--- config.mk ---
export PLATFORM = sky130hd
export DESIGN_NAME = spim_master
export DESIGN_NICKNAME = d
export VERILOG_FILES = /design/src/rtl/spim_pkg.sv /design/src/rtl/spim_tick.sv /design/src/rtl/spim_sync.sv /design/src/rtl/spim_rxpack.sv /design/src/rtl/spim_master.sv
export SDC_FILE = /design/constraint.sdc
export NUM_CORES = 1
export LEC_CHECK = 0
export ABC_AREA = 1
export CORE_UTILIZATION = 30
export DETAILED_ROUTE_END_ITERATION = 8
export GPL_TIMING_DRIVEN = 0
export MAX_ROUTING_LAYER = met4
export PLACE_DENSITY = 0.46
export SLEW_MARGIN = 20
export SYNTH_ARGS = -nofsm -noshare
export SYNTH_HDL_FRONTEND = slang
export SYNTH_SLANG_ARGS = --single-unit
--- constraint.sdc ---
create_clock -name clk -period 2.1 [get_ports clk]
set_input_delay 0.42 -clock clk [delete_from_list [all_inputs] [get_ports clk]]
set_output_delay 0.42 -clock clk [all_outputs]
set_load 0.02 [all_outputs]
--- src/rtl/spim_pkg.sv ---
package spim_pkg;

  typedef enum logic [2:0] {
    ST_IDLE,
    ST_LEAD,
    ST_PHA,
    ST_PHB,
    ST_FLUSH
  } spim_state_e;

  // sck level in the first half of a bit (MOSI launch half)
  function automatic logic lvl_launch(input logic cpol, input logic cpha);
    return cpol ^ ~cpha;
  endfunction

  // sck level in the second half of a bit, entered on the sampling edge
  function automatic logic lvl_sample(input logic cpol, input logic cpha);
    return cpol ^ cpha;
  endfunction

  // Move nb collected bits (0 means a full byte) to the top of the byte
  function automatic logic [7:0] ljust(input logic [7:0] b, input logic [2:0] nb);
    return (nb == 3'd0) ? b : (b << (4'd8 - {1'b0, nb}));
  endfunction

  // Mask of the padding bits that a short byte of nb bits must leave at zero
  function automatic logic [7:0] pad_mask(input logic [2:0] nb);
    return 8'hFF >> nb;
  endfunction

endpackage

--- src/rtl/spim_tick.sv ---
module spim_tick #(
  parameter int DIV_W = 8
) (
  input  logic             clk,
  input  logic             rst_n,
  input  logic             reload,
  input  logic [DIV_W-1:0] div,
  output logic             expire
);

  logic [DIV_W-1:0] cnt_q;

  always_ff @(posedge clk or negedge rst_n) begin
    if (!rst_n)              cnt_q <= '0;
    else if (reload)         cnt_q <= div;
    else if (cnt_q != '0)    cnt_q <= cnt_q - 1'b1;
  end

  assign expire = (cnt_q == '0);


  tick_hold_chk: assert property (@(posedge clk) disable iff (!rst_n)
    (!$past(reload) && $past(cnt_q) == '0) |-> cnt_q == '0);

endmodule

--- src/rtl/spim_sync.sv ---
module spim_sync #(
  parameter int STAGES = 2
) (
  input  logic clk,
  input  logic rst_n,
  input  logic d,
  output logic q
);

  logic [STAGES-1:0] ff_q;

  always_ff @(posedge clk or negedge rst_n) begin
    if (!rst_n) ff_q[0] <= 1'b0;
    else        ff_q[0] <= d;
  end

  for (genvar g = 1; g < STAGES; g++) begin : g_stage
    always_ff @(posedge clk or negedge rst_n) begin
      if (!rst_n) ff_q[g] <= 1'b0;
      else        ff_q[g] <= ff_q[g-1];
    end
  end

  assign q = ff_q[STAGES-1];


  sync_entry_chk: assert property (@(posedge clk) disable iff (!rst_n)
    $past(rst_n) |-> ff_q[0] == $past(d));

endmodule

--- src/rtl/spim_rxpack.sv ---
module spim_rxpack import spim_pkg::*; #(
  parameter int LEN_W = 10
) (
  input  logic             clk,
  input  logic             rst_n,
  input  logic             clear,
  input  logic             cap,
  input  logic             din,
  input  logic [LEN_W-1:0] bits,
  output logic [7:0]       rx_data,
  output logic             rx_valid
);

  logic [LEN_W-1:0] cnt_q;
  logic [7:0]       sh_q;
  logic             part_q;
  logic [2:0]       rem_q;

  logic [LEN_W-1:0] cnt_nx;
  logic [7:0]       sh_nx;
  logic             byte_full;
  logic             byte_tail;

  assign cnt_nx    = cnt_q + 1'b1;
  assign sh_nx     = {sh_q[6:0], din};
  assign byte_full = (cnt_nx[2:0] == 3'd0);
  assign byte_tail = (cnt_nx == bits);

  always_ff @(posedge clk or negedge rst_n) begin
    if (!rst_n) begin
      cnt_q    <= '0;
      sh_q     <= '0;
      part_q   <= 1'b0;
      rem_q    <= '0;
      rx_data  <= '0;
      rx_valid <= 1'b0;
    end else if (clear) begin
      cnt_q    <= '0;
      rx_valid <= 1'b0;
    end else if (cap) begin
      sh_q     <= sh_nx;
      cnt_q    <= cnt_nx;
      rx_valid <= byte_full || byte_tail;
      rx_data  <= ljust(sh_nx, cnt_nx[2:0]);
      part_q   <= !byte_full;
      rem_q    <= cnt_nx[2:0];
    end else begin
      rx_valid <= 1'b0;
    end
  end


  pad_zero_chk: assert property (@(posedge clk) disable iff (!rst_n)
    (rx_valid && part_q) |-> (rx_data & pad_mask(rem_q)) == 8'h00);


  full_byte_chk: assert property (@(posedge clk) disable iff (!rst_n)
    (rx_valid && !part_q) |-> cnt_q[2:0] == 3'd0);


  single_strobe_chk: assert property (@(posedge clk) disable iff (!rst_n)
    rx_valid |=> !rx_valid);

endmodule

--- src/rtl/spim_master.sv ---
module spim_master import spim_pkg::*; #(
  parameter int DIV_W       = 8,
  parameter int LEN_W       = 10,
  parameter int SYNC_STAGES = 2
) (
  input  logic             clk,
  input  logic             rst_n,
  input  logic             start,
  input  logic             cfg_cpol,
  input  logic             cfg_cpha,
  input  logic [DIV_W-1:0] cfg_div,
  input  logic [LEN_W-1:0] cfg_bits,
  input  logic             cfg_begin,
  input  logic             cfg_end,
  output logic             busy,
  output logic             done,
  input  logic [7:0]       tx_data,
  output logic             tx_pop,
  output logic [7:0]       rx_data,
  output logic             rx_valid,
  output logic             sck,
  output logic             mosi,
  output logic             cs_n,
  input  logic             miso
);

  spim_state_e      state_q;
  logic             cpol_q, cpha_q, end_q;
  logic [DIV_W-1:0] div_q;
  logic [LEN_W-1:0] bits_q;
  logic [LEN_W-1:0] bit_idx_q;
  logic [7:0]       tx_sh_q;
  logic [SYNC_STAGES-1:0] smp_pipe_q;
  logic             sck_q, cs_n_q, done_q;

  // named internal events
  logic             tmr_expire;
  logic             tmr_reload;
  logic             go;
  logic             last_bit;
  logic             enter_a;
  logic             enter_b;
  logic             enter_flush;
  logic             finish;
  logic             miso_s;
  logic             rx_cap;
  logic [LEN_W-1:0] nxt_idx;

  assign go          = (state_q == ST_IDLE) && start;
  assign last_bit    = (bit_idx_q == bits_q - 1'b1);
  assign nxt_idx     = (state_q == ST_LEAD) ? '0 : bit_idx_q + 1'b1;
  assign enter_a     = tmr_expire && ((state_q == ST_LEAD && bits_q != '0) ||
                                      (state_q == ST_PHB  && !last_bit));
  assign enter_b     = tmr_expire && (state_q == ST_PHA);
  assign enter_flush = tmr_expire && ((state_q == ST_LEAD && bits_q == '0) ||
                                      (state_q == ST_PHB  && last_bit));
  assign finish      = (state_q == ST_FLUSH) && (smp_pipe_q == '0);
  assign tmr_reload  = go || enter_a || enter_b;
  assign tx_pop      = enter_a && (nxt_idx[2:0] == 3'd0);
  assign rx_cap      = smp_pipe_q[SYNC_STAGES-1];

  spim_tick #(.DIV_W(DIV_W)) u_tick (
    .clk    (clk),
    .rst_n  (rst_n),
    .reload (tmr_reload),
    .div    (go ? cfg_div : div_q),
    .expire (tmr_expire)
  );

  spim_sync #(.STAGES(SYNC_STAGES)) u_sync (
    .clk   (clk),
    .rst_n (rst_n),
    .d     (miso),
    .q     (miso_s)
  );

  spim_rxpack #(.LEN_W(LEN_W)) u_rx (
    .clk      (clk),
    .rst_n    (rst_n),
    .clear    (go),
    .cap      (rx_cap),
    .din      (miso_s),
    .bits     (bits_q),
    .rx_data  (rx_data),
    .rx_valid (rx_valid)
  );

  always_ff @(posedge clk or negedge rst_n) begin
    if (!rst_n) begin
      state_q    <= ST_IDLE;
      cpol_q     <= 1'b0;
      cpha_q     <= 1'b0;
      end_q      <= 1'b0;
      div_q      <= '0;
      bits_q     <= '0;
      bit_idx_q  <= '0;
      tx_sh_q    <= '0;
      smp_pipe_q <= '0;
      sck_q      <= 1'b0;
      cs_n_q     <= 1'b1;
      done_q     <= 1'b0;
    end else begin
      done_q     <= finish;
      smp_pipe_q <= {smp_pipe_q[SYNC_STAGES-2:0], enter_b};
      case (state_q)
        ST_IDLE: begin
          sck_q <= cfg_cpol;
          if (start) begin
            cpol_q  <= cfg_cpol;
            cpha_q  <= cfg_cpha;
            div_q   <= cfg_div;
            bits_q  <= cfg_bits;
            end_q   <= cfg_end;
            state_q <= ST_LEAD;
            if (cfg_begin) cs_n_q <= 1'b0;
          end
        end
        ST_LEAD: begin
          if (enter_a)          state_q <= ST_PHA;
          else if (enter_flush) state_q <= ST_FLUSH;
        end
        ST_PHA: begin
          if (enter_b) state_q <= ST_PHB;
        end
        ST_PHB: begin
          if (enter_a)          state_q <= ST_PHA;
          else if (enter_flush) state_q <= ST_FLUSH;
        end
        ST_FLUSH: begin
          if (finish) begin
            state_q <= ST_IDLE;
            if (end_q) cs_n_q <= 1'b1;
          end
        end
        default: state_q <= ST_IDLE;
      endcase
      if (enter_a) begin
        bit_idx_q <= nxt_idx;
        sck_q     <= lvl_launch(cpol_q, cpha_q);
        tx_sh_q   <= tx_pop ? tx_data : {tx_sh_q[6:0], 1'b0};
      end
      if (enter_b)     sck_q <= lvl_sample(cpol_q, cpha_q);
      if (enter_flush) sck_q <= cpol_q;
    end
  end

  assign busy = (state_q != ST_IDLE);
  assign done = done_q;
  assign sck  = sck_q;
  assign cs_n = cs_n_q;
  assign mosi = tx_sh_q[7];


  idle_clock_chk: assert property (@(posedge clk) disable iff (!rst_n)
    ($past(rst_n) && state_q == ST_IDLE && $past(state_q) == ST_IDLE) |-> sck == $past(cfg_cpol));


  sck_paced_chk: assert property (@(posedge clk) disable iff (!rst_n)
    ($past(busy) && busy && !$stable(sck)) |-> $past(tmr_expire));


  cs_steady_chk: assert property (@(posedge clk) disable iff (!rst_n)
    (busy && $past(busy)) |-> $stable(cs_n));


  pop_load_chk: assert property (@(posedge clk) disable iff (!rst_n)
    tx_pop |=> (state_q == ST_PHA && mosi == $past(tx_data[7])));


  done_idle_chk: assert property (@(posedge clk) disable iff (!rst_n)
    done |-> !busy);


  done_pulse_chk: assert property (@(posedge clk) disable iff (!rst_n)
    done |=> !done);


  no_restart_chk: assert property (@(posedge clk) disable iff (!rst_n)
    ($past(busy) && busy) |-> $stable(bits_q));

endmodule

Word level (Yosys, flattened, before mapping)
Cells that the tools add are included.
{ "totals": {"regBits": 83, "latch_bits": 0, "mem_bits_rw": 0, "rom_bits": 0, "input_bits": 34, "out_inout_bits": 15, "wordCells": 100, "memories": 0} }
{ "op_classes": {"add_sub_neg": 5, "n_mul": 0, "div_mod_pow": 0, "n_lt_le_gt_ge": 0, "eq_ne": 12, "shifts": 1, "mux": 25, "bitwise_logic": 4, "n_reduce_logical": 34} }
{ "op_table": {"columns": ["cell", "count"], "rows": [
  ["8-bit two-way mux", 5],
  ["10-bit two-way mux", 3],
  ["10-bit by 1-bit adder with 10-bit output (second input constant)", 2],
  ["10-bit equality test", 2],
  ["3-bit two-way mux", 5],
  ["3-bit case mux with 4 select lines", 1],
  ["1-bit logical AND", 10],
  ["10-bit logical NOT", 1],
  ["1-bit two-way mux", 10],
  ["2-bit inequality test (second input constant)", 5],
  ["10-bit nonzero test", 1],
  ["10-bit by 1-bit subtractor with 10-bit output (second input constant)", 1],
  ["3-bit logical NOT", 3],
  ["8-bit logical NOT", 1],
  ["8-bit nonzero test", 1],
  ["8-bit by 4-bit << shifter with 8-bit output", 1],
  ["8-bit by 1-bit subtractor with 8-bit output (second input constant)", 1],
  ["3-bit by 2-bit equality test with 1-bit output (second input constant)", 2],
  ["2-bit nonzero test", 3],
  ["1-bit logical OR", 5],
  ["5-bit AND reduction", 1],
  ["2-bit AND reduction", 2],
  ["4-bit AND reduction", 1],
  ["4-bit nonzero test", 1],
  ["11 further kinds", 13]
]} }

Longest topological paths before layout
{ "depth": {"ltp_word": 9, "ltp_mapped": 18, "depth_no_buf": 18} }

Modules after synthesis
Synthesis repeated with hierarchy kept, for this count alone.
{ "unflattened": {"cells_unflattened": 664, "hier_area_um2": 4924.7} }
{ "modules_own_cells": {"columns": ["module", "instances", "cells_each", "area_each_um2", "seq_area_each_um2"], "rows": [
  ["spim_master", 1, 366, 2725.1, 1177.4],
  ["spim_rxpack", 1, 225, 1636.6, 650.6],
  ["spim_tick", 1, 71, 513.0, 200.2],
  ["spim_sync", 1, 2, 50.0, 50.0]
]} }

Least setup slack after synthesis
OpenSTA, ideal clock, no wires.
{ "synth_timing": {"path_type": "reg-to-output", "startpoint": "register bits_q[0]", "endpoint": "output port tx_pop", "arrival_time_ps": 1923, "t_required_ps": 1680, "setup_slack_ps": -243, "stages_incl_launch_ff": 14, "n_path_buf": 0, "cell_sequence": "dfrtp_1 inv_2 ha_1 or2_2 nand2_1 nor2_1 inv_1 nor2_1 nand2_1 o21ai_2 nand2_4 nand2_8 a21oi_1 and3_1"} }
{ "synth_between": {"elab_chain_len": 7, "elab_cells_between_ends": 9, "classes_between": "add/sub (1); eq/ne (1); reduce/logical (7)"} }
{ "synth_rtl": {"columns": ["element", "line", "rtl"], "rows": [
  ["from (decl)", "spim_master.sv:30", "logic [LEN_W-1:0] bits_q;"],
  ["from (signal assigned)", "spim_master.sv:112", "bits_q <= cfg_bits;"],
  ["10-bit by 1-bit subtractor with 10-bit output", "spim_master.sv:50", "assign last_bit = (bit_idx_q == bits_q - 1'b1);"],
  ["10-bit equality test", "spim_master.sv:50", null],
  ["1-bit logical NOT", "spim_master.sv:53", "(state_q == ST_PHB && !last_bit));"],
  ["1-bit logical AND", "spim_master.sv:53", null],
  ["1-bit logical OR *", "spim_master.sv:52", "assign enter_a = tmr_expire && ((state_q == ST_LEAD && bits_q != '0) ||"],
  ["1-bit logical AND *", "spim_master.sv:52", null],
  ["1-bit logical AND *", "spim_master.sv:59", "assign tx_pop = enter_a && (nxt_idx[2:0] == 3'd0);"],
  ["to (decl)", "spim_master.sv:18", "output logic tx_pop,"]
]} }
Every way passes the cells marked *; elsewhere a longest branch is shown, timed or not.

Worst setup path after layout
{ "layout_timing": {"startpoint": "register bits_q[1]", "endpoint": "output port tx_pop"} }
Same word-level chain as after synthesis.

==> flow_metrics.py <==
metrics = {
    "sta": {
        "whs_ns": 0.350,
        "rsz0062_at_grt": "true",
        "drv_slew": 0,
        "slew_headroom": 0.738,
        "hold_violations": 0,
        "setup_slack_ns": -0.601,
        "worst-slew-pin-transition_ns": 0.389,
        "finalCritPeriodShare": 1.29,
        "finalCriticalPeriod_ns": 2.70,
        "setup_violations": 30,
        "skew_ns": 0.00664,
        "fmax_ghz": 0.370,
    },
    "clocking": {
        "cts_made_buffers": 9,
        "cts.sinks": 83,
        "cts_max_level": 3,
        "clock_latency_ns": 0.35,
        "path_clk_slew_ns": 0.06,
        "cts_root_buffer": "clkbuf_16",
        "cts_tree": "done",
        "clk_path_buf_depth": 2,
    },
    "drt": {
        "topRoutingLayerUsed": "met4",
        "drc": 0,
        "num_vias": 4502,
        "firstDrtPassIters": 5,
        "dr_wl_met2_um": 6660,
        "antenna_left": 0,
        "drt-met1-wl_um": 6120,
        "drt_iter0_drc": 214,
        "totalWireLength_um": 13500,
        "met3_length_um": 478,
        "viasPerCell": 4.63,
        "wl_per_cell_um": 13.9,
    },
    "finish": {
        "antenna_cells": 0,
        "final_common_cell": "nand2_1",
        "syn2layout_area_growth_pct": 38.2,
        "nets": 792,
        "drive_gt1_frac": 0.215,
        "layout_common_cells": "nand2_1, inv_1, dfrtp_1, clkdlybuf4s50_1",
        "finalNonFillerCells": 973,
    },
    "critical_path": {
        "worstSetupPathType": "reg2out",
        "cp.required_ns": 1.68,
        "timing.rr.start": "bits_q[1]",
        "crit_fanout": 4,
        "startpoint": "bits_q[1]",
        "reg2regPathDepth": 23,
        "crit_path_end_kind": "output pin",
        "cp-start-kind": "flop",
        "crit_arrival_ns": 2.28,
    },
    "yosys": {
        "synth-warning-count": 0,
        "syn-num-nets": 697,
        "ys_types": 41,
        "async_flop_share": 1.00,
        "ys_ff_latch": 83,
        "syn_avg_cell_area_um2": 7.38,
        "synth_edf_count": 0,
        "synth_cells": 657,
        "seq_area_frac_synth": 0.429,
        "synthFlopType": "dfrtp_1",
        "synth_area_um2": 4850,
    },
    "die": {
        "dieWidth_um": 129,
        "coreArea_um2": 15800,
        "start_util": 0.306,
        "die_h_um": 129,
        "rows": 46,
        "pin_count": 49,
        "die_area_um2": 16700,
    },
    "run_status": {
        "failed_checks": "negative setup slack",
        "status": "finished with violations",
    },
    "hold_path": {
        "hold_start": "u_sync.ff_q[0]",
        "hold_path.class": "reg2reg",
        "holdPathStages": 0,
    },
    "power": {
        "p_leak_nw": 3.15,
        "vdd_drop_max_mv": 0.673,
        "power.density_nw_per_um2": 1190,
        "power_mw": 7.97,
    },
    "global_routing": {
        "antenna_found_initial": 0,
        "grt_pass1_vias": 4371,
        "track_usage": 0.179,
        "grt_max_degree": 49,
        "grt_pass1_wl_um": 22100,
        "grt_overflow": 0,
    },
    "place": {
        "gp_congestion": 0.830,
        "dp_hpwl_um": 9260,
        "dp.cells": 922,
        "port_buffers": 48,
    },
    "job": {
        "drv_cap": 0,
    },
}
## power by group
group | internal, mW | total, mW | switching (mW) | leakage (nW)
clock network | 1.04 | 1.70 | 0.659 | 0.150
logic | 1.66 | 3.81 | 2.14 | 1.95
registers | 2.09 | 2.47 | 0.382 | 1.05
total | 4.79 | 7.97 | 3.18 | 3.15
## worst max-delay path, cell delays in order, from the launching register on
cell and delay (ns):
dfrtp_2 0.44, nor2_4 0.20, buf_4 0.15, nand3_1 0.06, nand3_1 0.13, nand3_2 0.10
nor2_2 0.11, nand2_1 0.07, o21ai_2 0.18, nand2_4 0.09, nand2_8 0.10, a21oi_4 0.04
and3_4 0.16, buf_6 0.12
## synthesized netlist by cell type, drive strengths merged, types with 2 or more instances
master / instances / area share
o22ai: 7 / 0.0090
clkbuf: 7 / 0.0054
ha: 6 / 0.015
buf: 10 / 0.017
a21oi: 18 / 0.019
nor3: 6 / 0.0062
nor2: 62 / 0.053
o31ai: 6 / 0.0093
o21ai: 60 / 0.067
clkinv: 2 / 0.0015
nand2: 211 / 0.17
nand4: 8 / 0.010
o211ai: 3 / 0.0046
xnor2: 6 / 0.011
or2: 3 / 0.0039
xor2: 21 / 0.038
inv: 88 / 0.068
nand3: 38 / 0.044
nor4: 4 / 0.0052
dfrtp: 82 / 0.42
## area by class of cell
cell class	instances	area, um2
fillers	1616	9130
multi-input cells	467	2620
flip-flops and latches	83	2080
repair buffers	85	918
inverters	90	355
well taps	216	270
clock buffers	11	233
plain buffers	16	143
clock inverters	5	77.6
## path summary, 6_finish.rpt
path                                        end  slack [ns]
worst max-delay path                     tx_pop       -0.60
worst min-delay path                   u_sync.q        0.35
worst max register to register              sck       -0.49
worst min register to register         u_sync.q        0.35
max in group asynchronous             bits_q[1]        0.99
min in group asynchronous       u_rx.rx_data[5]        0.53
## flip-flops by register name, summed over array words and instances (netlist names)
| signal | count |
|---|---|
| u_rx.rx_valid | 1 |
| div_q | 8 |
| tx_sh_q | 8 |
| u_rx.rx_data | 8 |
| done | 1 |
| end_q | 1 |
| cpol_q | 1 |
| u_rx.sh_q | 7 |
| u_rx.cnt_q | 10 |
| bit_idx_q | 10 |
| sck | 1 |
| cs_n | 1 |
| bits_q | 10 |
| cpha_q | 1 |
| u_tick.cnt_q | 8 |
| u_sync.ff_q | 1 |
| state_q | 3 |
| u_sync.q | 1 |
| smp_pipe_q | 2 |
## per-layer routing
| metal | up-vias | global-route usage |
|---|---|---|
| met1 | 2125 | 0.222 |
| met3 | 15 | 0.0343 |
| met5 | - | - |
| li1 | 2282 | - |
| met4 | 0 | 0.0685 |
| met2 | 80 | 0.290 |
## stage by stage
step	cell area [um2]	setup WS, ns	utilization	setup TNS (ns)
floorplan	4880	-0.0958	-	-0.0958
global placement	5630	-2.71	0.356	-233.07
detailed placement	5660	-0.931	0.358	-11.14
CTS	6500	-0.585	0.411	-6.79
global route	6700	-0.758	0.423	-13.66
finish	6700	-0.601	0.423	-8.38
## cell families (layout without fill, tap and decap cells)
kind of cell | after synthesis | after routing | synth area share
xor+xnor | 27 | 27 | 0.0488
buf+inv | 107 | 207 | 0.0916
fa+ha+maj | 6 | 6 | 0.0155
simple gates | 335 | 335 | 0.299
compound gates | 99 | 99 | 0.117
flops | 83 | 83 | 0.429
## repair_timing
action                                  in CTS  in global routing
gates resized for setup                     83                 51
pin swaps                                   26                 27
hold endpoints to repair                    34                  0
cloned                                       4                  0
buffers inserted                            32                  5
endpoints found under the setup margin      61                 74
hold buffers                                 1                  0
Power figures use the tool's default switching activity.
